$ cat src/rtl/strip_map_pkg.sv
package strip_map_pkg;
  localparam int NUM_DISKS = 5;
  localparam int DISK_W    = 3;
  localparam int STRIP_W   = 16;
  localparam int ROW_W     = 16;

  typedef enum logic [1:0] {
    LAY_STRIPE = 2'd0,
    LAY_FIXED  = 2'd1,
    LAY_ROTATE = 2'd2,
    LAY_RSVD   = 2'd3
  } layout_t;

  // quotient by five: multiply by ceil(2^18/5) and shift, exact for 16 bits
  function automatic logic [15:0] div_by5(input logic [15:0] x);
    logic [31:0] prod;
    prod = 32'(x) * 32'd52429;
    return {2'b00, prod[31:18]};
  endfunction

  function automatic logic [2:0] mod_by5(input logic [15:0] x);
    logic [15:0] rem;
    rem = x - (div_by5(x) * 16'd5);
    return rem[2:0];
  endfunction
endpackage

$ cat src/rtl/sm_locator.sv
module sm_locator
  import strip_map_pkg::*;
(
  input  logic [STRIP_W-1:0] strip,
  input  logic [1:0]         mode,
  output logic [DISK_W-1:0]  disk,
  output logic [ROW_W-1:0]   row,
  output logic [DISK_W-1:0]  pdisk,
  output logic               bad_mode
);
  logic [ROW_W-1:0]  row_by4;
  logic [DISK_W-1:0] slot;
  logic [DISK_W-1:0] rot_pdisk;

  assign row_by4   = {2'b00, strip[STRIP_W-1:2]};
  assign slot      = {1'b0, strip[1:0]};
  assign rot_pdisk = 3'd4 - mod_by5(row_by4);

  always_comb begin
    disk     = '0;
    row      = '0;
    pdisk    = '0;
    bad_mode = 1'b0;
    unique case (layout_t'(mode))
      LAY_STRIPE: begin
        disk = mod_by5(strip);
        row  = div_by5(strip);
      end
      LAY_FIXED: begin
        disk  = slot;
        row   = row_by4;
        pdisk = 3'(NUM_DISKS - 1);
      end
      LAY_ROTATE: begin
        row   = row_by4;
        pdisk = rot_pdisk;
        disk  = (slot < rot_pdisk) ? slot : slot + 3'd1;
      end
      default: bad_mode = 1'b1;
    endcase
  end
endmodule

$ cat src/rtl/sm_parity_acc.sv
module sm_parity_acc #(
  parameter int DATA_W = 32,
  parameter int WORDS  = 4
) (
  input  logic              clk,
  input  logic              rst_n,
  input  logic              start_row,
  input  logic              word_valid,
  input  logic [DATA_W-1:0] word_data,
  output logic [DATA_W-1:0] parity_word,
  output logic              parity_ready
);
  localparam int CNT_W = $clog2(WORDS + 1);

  logic [CNT_W-1:0] cnt;
  logic             take;
  logic             row_full;

  assign row_full = (cnt == CNT_W'(WORDS));
  assign take     = word_valid && (start_row || !row_full);

  always_ff @(posedge clk) begin
    if (!rst_n) begin
      parity_word  <= '0;
      cnt          <= '0;
      parity_ready <= 1'b0;
    end else if (start_row) begin
      parity_word  <= word_valid ? word_data : '0;
      cnt          <= word_valid ? CNT_W'(1) : '0;
      parity_ready <= word_valid && (WORDS == 1);
    end else if (take) begin
      parity_word  <= parity_word ^ word_data;
      cnt          <= cnt + CNT_W'(1);
      parity_ready <= (cnt == CNT_W'(WORDS - 1));
    end
  end

  AST_READY_FULL: assert property (@(posedge clk) disable iff (!rst_n)
    parity_ready |-> row_full);
  AST_CLEAR_ROW: assert property (@(posedge clk) disable iff (!rst_n)
    start_row && !word_valid |=> parity_word == '0 && !parity_ready);
  AST_HOLD_FULL: assert property (@(posedge clk) disable iff (!rst_n)
    parity_ready && !start_row |=> $stable(parity_word) && parity_ready);
endmodule

$ cat src/rtl/array_strip_map.sv
module array_strip_map
  import strip_map_pkg::*;
#(
  parameter int DATA_W = 32
) (
  input  logic              clk,
  input  logic              rst_n,
  input  logic              in_valid,
  input  logic [15:0]       in_strip,
  input  logic [1:0]        in_mode,
  output logic              out_valid,
  output logic [2:0]        out_disk,
  output logic [15:0]       out_row,
  output logic [2:0]        out_parity_disk,
  output logic              out_mode_err,
  input  logic              start_row,
  input  logic              word_valid,
  input  logic [DATA_W-1:0] word_data,
  output logic [DATA_W-1:0] parity_word,
  output logic              parity_ready
);
  localparam int WORDS_PER_ROW = NUM_DISKS - 1;

  logic [DISK_W-1:0] loc_disk, loc_pdisk;
  logic [ROW_W-1:0]  loc_row;
  logic              loc_bad;
  logic [1:0]        mode_q;

  sm_locator u_loc (
    .strip    (in_strip),
    .mode     (in_mode),
    .disk     (loc_disk),
    .row      (loc_row),
    .pdisk    (loc_pdisk),
    .bad_mode (loc_bad)
  );

  always_ff @(posedge clk) begin
    if (!rst_n) begin
      out_valid       <= 1'b0;
      out_disk        <= '0;
      out_row         <= '0;
      out_parity_disk <= '0;
      out_mode_err    <= 1'b0;
      mode_q          <= '0;
    end else begin
      out_valid <= in_valid;
      if (in_valid) begin
        out_disk        <= loc_disk;
        out_row         <= loc_row;
        out_parity_disk <= loc_pdisk;
        out_mode_err    <= loc_bad;
        mode_q          <= in_mode;
      end
    end
  end

  sm_parity_acc #(.DATA_W(DATA_W), .WORDS(WORDS_PER_ROW)) u_acc (
    .clk          (clk),
    .rst_n        (rst_n),
    .start_row    (start_row),
    .word_valid   (word_valid),
    .word_data    (word_data),
    .parity_word  (parity_word),
    .parity_ready (parity_ready)
  );

  AST_VALID_LATENCY: assert property (@(posedge clk) disable iff (!rst_n)
    in_valid |=> out_valid);
  AST_VALID_IDLE: assert property (@(posedge clk) disable iff (!rst_n)
    !in_valid |=> !out_valid && $stable(out_disk) && $stable(out_row));
  AST_DISK_RANGE: assert property (@(posedge clk) disable iff (!rst_n)
    out_valid |-> out_disk < 3'(NUM_DISKS));
  AST_FIXED_PARITY: assert property (@(posedge clk) disable iff (!rst_n)
    out_valid && mode_q == LAY_FIXED |-> out_parity_disk == 3'd4 && out_disk != 3'd4);
  AST_DATA_OFF_PARITY: assert property (@(posedge clk) disable iff (!rst_n)
    out_valid && mode_q == LAY_ROTATE |-> out_disk != out_parity_disk);
  AST_ERR_ZERO: assert property (@(posedge clk) disable iff (!rst_n)
    out_valid && out_mode_err |-> out_disk == '0 && out_row == '0 && out_parity_disk == '0);
endmodule

$ cat config.mk
export PLATFORM = sky130hd
export DESIGN_NAME = array_strip_map
export DESIGN_NICKNAME = d
export VERILOG_FILES = /design/src/rtl/strip_map_pkg.sv /design/src/rtl/sm_locator.sv /design/src/rtl/sm_parity_acc.sv /design/src/rtl/array_strip_map.sv
export SDC_FILE = /design/constraint.sdc
export NUM_CORES = 1
export LEC_CHECK = 0
export ABC_CLOCK_PERIOD_IN_PS = 18800
export BUFFER_PORTS_ARGS = -buffer_cell sky130_fd_sc_hd__buf_2
export CORE_ASPECT_RATIO = 1.4
export CORE_UTILIZATION = 29
export DETAILED_ROUTE_END_ITERATION = 6
export PLACE_DENSITY = 0.51
export REMOVE_ABC_BUFFERS = 1
export SLEW_MARGIN = 20
export SYNTH_ARGS = -nofsm -noshare
export SYNTH_HDL_FRONTEND = slang
export SYNTH_SLANG_ARGS = --single-unit
$ cat constraint.sdc
create_clock -name clk -period 18.8 [get_ports clk]
set_clock_uncertainty 0.2 [all_clocks]
set_input_delay 2.82 -clock clk [delete_from_list [all_inputs] [get_ports clk]]
set_output_delay 2.82 -clock clk [all_outputs]
set_load 0.05 [all_outputs]
==> run summary <==
RUN STATUS
----------------------------------------------------------------------------------------------------
Status                                                                                  finished clean

FINAL LAYOUT
----------------------------------------------------------------------------------------------------
Footprint of the flip-flops and latches                                                    1160 um^2
Diodes inserted                                                                                    0
Layout overhead on the synthesized area                                                        13.9%
Post-layout net count                                                                           1497
Footprint of the multi-input gates                                                         7530 um^2
Ratio of cells with drive above 1 in the final layout                                          12.7%
Post-layout utilization of the core                                                            33.7%
Fillers                                                                                         3437

DETAILED ROUTING
----------------------------------------------------------------------------------------------------
Mean number of vias per cell                                                                    4.48
Detailed-route wire length                                                                  25500 um
Routed wire length per instance                                                              16.3 um
Pre-Repair DR Iteration Count                                                                      4
Count of nets left with antenna violations after detail routing                                    0
Detailed-route via count                                                                        6982
Number of design-rule violations left by the first detailed-router iteration                     274
Detailed-route DRC error count                                                                     0

STA
----------------------------------------------------------------------------------------------------
Setup TNS                                                                                       0 ns
Minimum setup slack in the final design                                                      9.04 ns
Tightest Pin Transition                                                                     0.942 ns
Max frequency                                                                                103 MHz
Final Cycle Share                                                                              51.9%
Relative slew margins                                                                          37.1%
Unrepaired setup endpoints after global routing                                                   no
Final setup viols                                                                                  0
Final Critical Period                                                                        9.76 ns
Hold violation count in the final report                                                           0
Final-report max-slew violation count                                                              0

WORST HOLD PATH
----------------------------------------------------------------------------------------------------
Tightest Hold Check Type                                                                  reg -> reg
Hold Path Origin                                                                        u_acc.parity_ready$_SDFFE_PP0P_
Worst Hold Depth                                                                                   2
Endpoint of the worst hold-timing path                                                  u_acc.parity_ready$_SDFFE_PP0P_

CRITICAL PATH
----------------------------------------------------------------------------------------------------
Critical Path Source Type                                                                  input pin
Type of the worst setup path                                                               in -> reg
Worst reg-to-reg setup slack                                                                16.38 ns
Required time reported for the critical path endpoint                                       18.82 ns
Capture instance of the worst register-to-register path                                 u_acc.parity_word[5]$_SDFFE_PN0P_
Largest fanout on the critical path                                                                8
Worst-case reg-to-reg path depth                                                                   7
Delay of the slowest cell on the worst path                                                  0.54 ns
Launching element of the worst setup path                                               in_strip[14]
Slowest cell on the critical path                                                       sky130_fd_sc_hd__fa_1
Reg-to-reg critical path startpoint                                                     u_acc.cnt[0]$_SDFFE_PN0P_
Critical Path Sink Type                                                                    flip-flop
Critical path data arrival time                                                              9.77 ns

SYNTH
----------------------------------------------------------------------------------------------------
Top cells by area, synth                                                                sky130_fd_sc_hd__fa_1, sky130_fd_sc_hd__ha_1, sky130_fd_sc_hd__dfxtp_1
Count of yosys warnings during synthesis                                                           0
Distinct cells, synth                                                                             63
Total of flip-flops plus latches after synthesis                                                  58
Average instance area after synthesis                                                      9.49 um^2
Proportion of netlist area held by the largest area contributor                                26.4%
Count of flip-flops with a built-in enable after synthesis                                         0
Proportion of register bits with asynchronous set or reset after synthesis                        0%
Sequential fraction of the synthesis area                                                      12.1%
Cell area after technology mapping                                                         9620 um^2
Number of instances in the synthesized netlist                                                  1013
Biggest area consumer among synthesized cells                                           sky130_fd_sc_hd__fa_1
Predominant post-synthesis flop cell                                                    sky130_fd_sc_hd__dfxtp_1

CTS
----------------------------------------------------------------------------------------------------
Setup fix buffers added after clock tree synthesis                                                 0
H-tree depth reported by CTS                                                                       3
Hold buffer count at cts                                                                           0
Clock-pin slew reported for the worst setup and hold paths after clock tree synthesis        0.05 ns
Number of gates resized after CTS                                                                  0
Buffers from clock root to sink, at most                                                           2
Clock Tree Root                                                                         sky130_fd_sc_hd__clkbuf_16
CTS tree                                                                                         yes
Sink count of the clock tree                                                                      58
Worst skew pair latency                                                                      0.32 ns
Cts bufs inserted                                                                                  9

GLOBAL ROUTING
----------------------------------------------------------------------------------------------------
Initial antenna violation count                                                                    0
Leftover overflow at the end of global routing                                                     0
Global routing usage summed across all routing layers                                          15.9%
First-pass GRT wire length                                                                  41100 um
Pin count of the biggest net entering global routing                                              62
Vias in the first global route                                                                  7647

PLACED DESIGN
----------------------------------------------------------------------------------------------------
Routability congestion estimate                                                                0.859
Worst Setup Slack post-DPL                                                                   8.70 ns
HPWL after DPL                                                                              21600 um
Input/output buffers                                                                             109

PWR
----------------------------------------------------------------------------------------------------
Logic gate share of total power                                                                84.7%
Sequential Power Share                                                                          6.9%
Net Sw Frac                                                                                    52.3%
Total internal power                                                                         1.00 mW
Reported net switching power                                                                 1.10 mW
Lkg Pwr                                                                                      5.65 nW
Clock network power share                                                                       8.5%
Sum of internal, switching and leakage power                                                 2.10 mW
Worst ir drop on vdd                                                                        0.133 mV
Total power per unit cell area                                                           192 nW/um^2

FLOORPLAN
----------------------------------------------------------------------------------------------------
Area inside the core boundary                                                             32500 um^2
Standard-cell rows                                                                                78
Area of the die                                                                           33900 um^2
Height of the die                                                                             217 um
Effective utilization at floorplan                                                             29.6%
DIE WIDTH                                                                                     156 um
Count of boundary I/O pins                                                                       112

JOB
----------------------------------------------------------------------------------------------------
Max-Cap Viols                                                                                      0

## metrics by stage
stage,cells,hold slack (ns),area [um^2]
after detailed placement,1542,0.282,10600
after floorplan,991,0.262,9520
after global placement,1542,0.266,10600
after CTS,1558,0.295,11000
final,1558,0.286,11000
after global routing,1558,0.328,11000
## worst max-delay path by stage
stage | to | slack [ns] | cells past startpoint
detailed placement | out_disk[1]$_SDFFE_PN0P_ | 8.70 | 30
finish | out_disk[1]$_SDFFE_PN0P_ | 9.04 | 31
floorplan | out_disk[1]$_SDFFE_PN0P_ | 9.40 | 29
global placement | out_disk[1]$_SDFFE_PN0P_ | 8.85 | 30
global route | out_disk[0]$_SDFFE_PN0P_ | 8.67 | 29
CTS | out_disk[1]$_SDFFE_PN0P_ | 9.05 | 30
## per-layer routing
metal  part of all wire (%)  up-vias  track usage, %  wire [um]
li1                       -     3419               -          -
met1                     45     3373            20.2      11500
met2                     48      160            27.8      12300
met3                    4.3       30            2.21       1100
met4                    2.4        0            4.84        601
met5                      0        -               0          0
## cells in the final DEF (no fill, tap or decap), types with 3 or more instances in the layout
| cell type | Yosys | final |
|---|---|---|
| sky130_fd_sc_hd__clkbuf_16 | 0 | 9 |
| sky130_fd_sc_hd__xor2_1 | 16 | 16 |
| sky130_fd_sc_hd__nand3_1 | 19 | 19 |
| sky130_fd_sc_hd__a22o_1 | 6 | 6 |
| sky130_fd_sc_hd__a22oi_1 | 4 | 4 |
| sky130_fd_sc_hd__dfxtp_1 | 58 | 58 |
| sky130_fd_sc_hd__a21boi_0 | 3 | 3 |
| sky130_fd_sc_hd__o21ai_0 | 19 | 19 |
| sky130_fd_sc_hd__a41o_1 | 3 | 3 |
| sky130_fd_sc_hd__a211oi_1 | 4 | 4 |
| sky130_fd_sc_hd__nor2_1 | 12 | 12 |
| sky130_fd_sc_hd__fa_1 | 127 | 127 |
| sky130_fd_sc_hd__buf_2 | 1 | 109 |
| sky130_fd_sc_hd__nand2b_1 | 6 | 6 |
| sky130_fd_sc_hd__nor2b_1 | 35 | 35 |
| sky130_fd_sc_hd__mux2i_1 | 4 | 4 |
| sky130_fd_sc_hd__and2_1 | 42 | 42 |
| sky130_fd_sc_hd__o211ai_1 | 4 | 4 |
| sky130_fd_sc_hd__xnor2_1 | 54 | 54 |
| sky130_fd_sc_hd__o221ai_1 | 3 | 3 |
| sky130_fd_sc_hd__o22ai_1 | 5 | 5 |
| sky130_fd_sc_hd__nand4_1 | 7 | 7 |
| sky130_fd_sc_hd__inv_1 | 222 | 222 |
| sky130_fd_sc_hd__o21a_1 | 5 | 5 |
| sky130_fd_sc_hd__ha_1 | 202 | 202 |
| sky130_fd_sc_hd__a21o_1 | 5 | 5 |
| sky130_fd_sc_hd__o21ai_1 | 7 | 7 |
| sky130_fd_sc_hd__nand2_1 | 60 | 60 |
| sky130_fd_sc_hd__a21oi_1 | 21 | 21 |
## kinds of logic (layout without fill, tap and decap cells)
family,Yosys count,count (layout),synth area share [%]
xor gates and xnor gates,70,70,6.38
other,1,2,0.0390
buffers and inverters,245,349,9.73
adders and majority gates,329,329,52.7
muxes,4,4,0.416
and+or+nand+nor,201,201,11.2
AOI/OAI and AO/OA,105,105,7.49
DFF,58,58,12.1
## Yosys cell counts, types with 2 or more instances
| master | n |
|---|---|
| sky130_fd_sc_hd__nand4_1 | 7 |
| sky130_fd_sc_hd__and3_1 | 2 |
| sky130_fd_sc_hd__a21boi_0 | 3 |
| sky130_fd_sc_hd__o22ai_1 | 5 |
| sky130_fd_sc_hd__xnor2_1 | 54 |
| sky130_fd_sc_hd__o21a_1 | 5 |
| sky130_fd_sc_hd__nor2_1 | 12 |
| sky130_fd_sc_hd__o21ai_1 | 7 |
| sky130_fd_sc_hd__a22o_1 | 6 |
| sky130_fd_sc_hd__and2_1 | 42 |
| sky130_fd_sc_hd__nand2b_1 | 6 |
| sky130_fd_sc_hd__mux2i_1 | 4 |
| sky130_fd_sc_hd__a21o_1 | 5 |
| sky130_fd_sc_hd__nor4_1 | 2 |
| sky130_fd_sc_hd__o221ai_1 | 3 |
| sky130_fd_sc_hd__a21oi_2 | 2 |
| sky130_fd_sc_hd__a41o_1 | 3 |
| sky130_fd_sc_hd__or3_1 | 2 |
| sky130_fd_sc_hd__nand3_1 | 19 |
| sky130_fd_sc_hd__a21oi_1 | 21 |
| sky130_fd_sc_hd__nor3_1 | 2 |
| sky130_fd_sc_hd__buf_4 | 2 |
| sky130_fd_sc_hd__nor2b_1 | 35 |
| sky130_fd_sc_hd__nand2_1 | 60 |
| sky130_fd_sc_hd__fa_1 | 127 |
| sky130_fd_sc_hd__a211oi_1 | 4 |
| sky130_fd_sc_hd__inv_1 | 222 |
| sky130_fd_sc_hd__clkbuf_1 | 18 |
| sky130_fd_sc_hd__ha_1 | 202 |
| sky130_fd_sc_hd__or2_2 | 2 |
| sky130_fd_sc_hd__o21ai_0 | 19 |
| sky130_fd_sc_hd__dfxtp_1 | 58 |
| sky130_fd_sc_hd__xor2_1 | 16 |
| sky130_fd_sc_hd__o211ai_1 | 4 |
| sky130_fd_sc_hd__a22oi_1 | 4 |
## sequential cells by signal, summed over array words and instances (netlist names)
register and flops:
out_valid 1, out_row 14, out_mode_err 1, u_acc.parity_word 32
out_disk 3, u_acc.parity_ready 1, out_parity_disk 3, u_acc.cnt 3
## power groups by stage
| stage | registers (mW) | clock network (mW) | logic [mW] |
|---|---|---|---|
| detailed placement | 0.147 | 0 | 1.78 |
| global route | 0.146 | 0.190 | 2.02 |
| floorplan | 0.194 | 0 | 1.31 |
| global placement | 0.146 | 0 | 1.76 |
| CTS | 0.144 | 0.185 | 1.80 |
| finish | 0.144 | 0.178 | 1.78 |
## worst max-delay path: cells and delay by family
family / cells / cell delay, ns
adders and majority gates: 9 / 3.83
AOI/OAI and AO/OA: 7 / 1.08
xor gates and xnor gates: 5 / 0.91
buffers and inverters: 7 / 0.61
and+or+nand+nor: 3 / 0.50
## layout make-up
class,instances,share of cell area (%)
Clock buffer,11,2.22
Timing Repair Buffer,111,5.12
Sequential cell,58,10.6
Tap cell,440,5.03
Multi-Input combinational cell,711,68.7
Clock inverter,5,0.708
Inverter,222,7.61
Note: power is estimated with default switching activity, not from simulation.
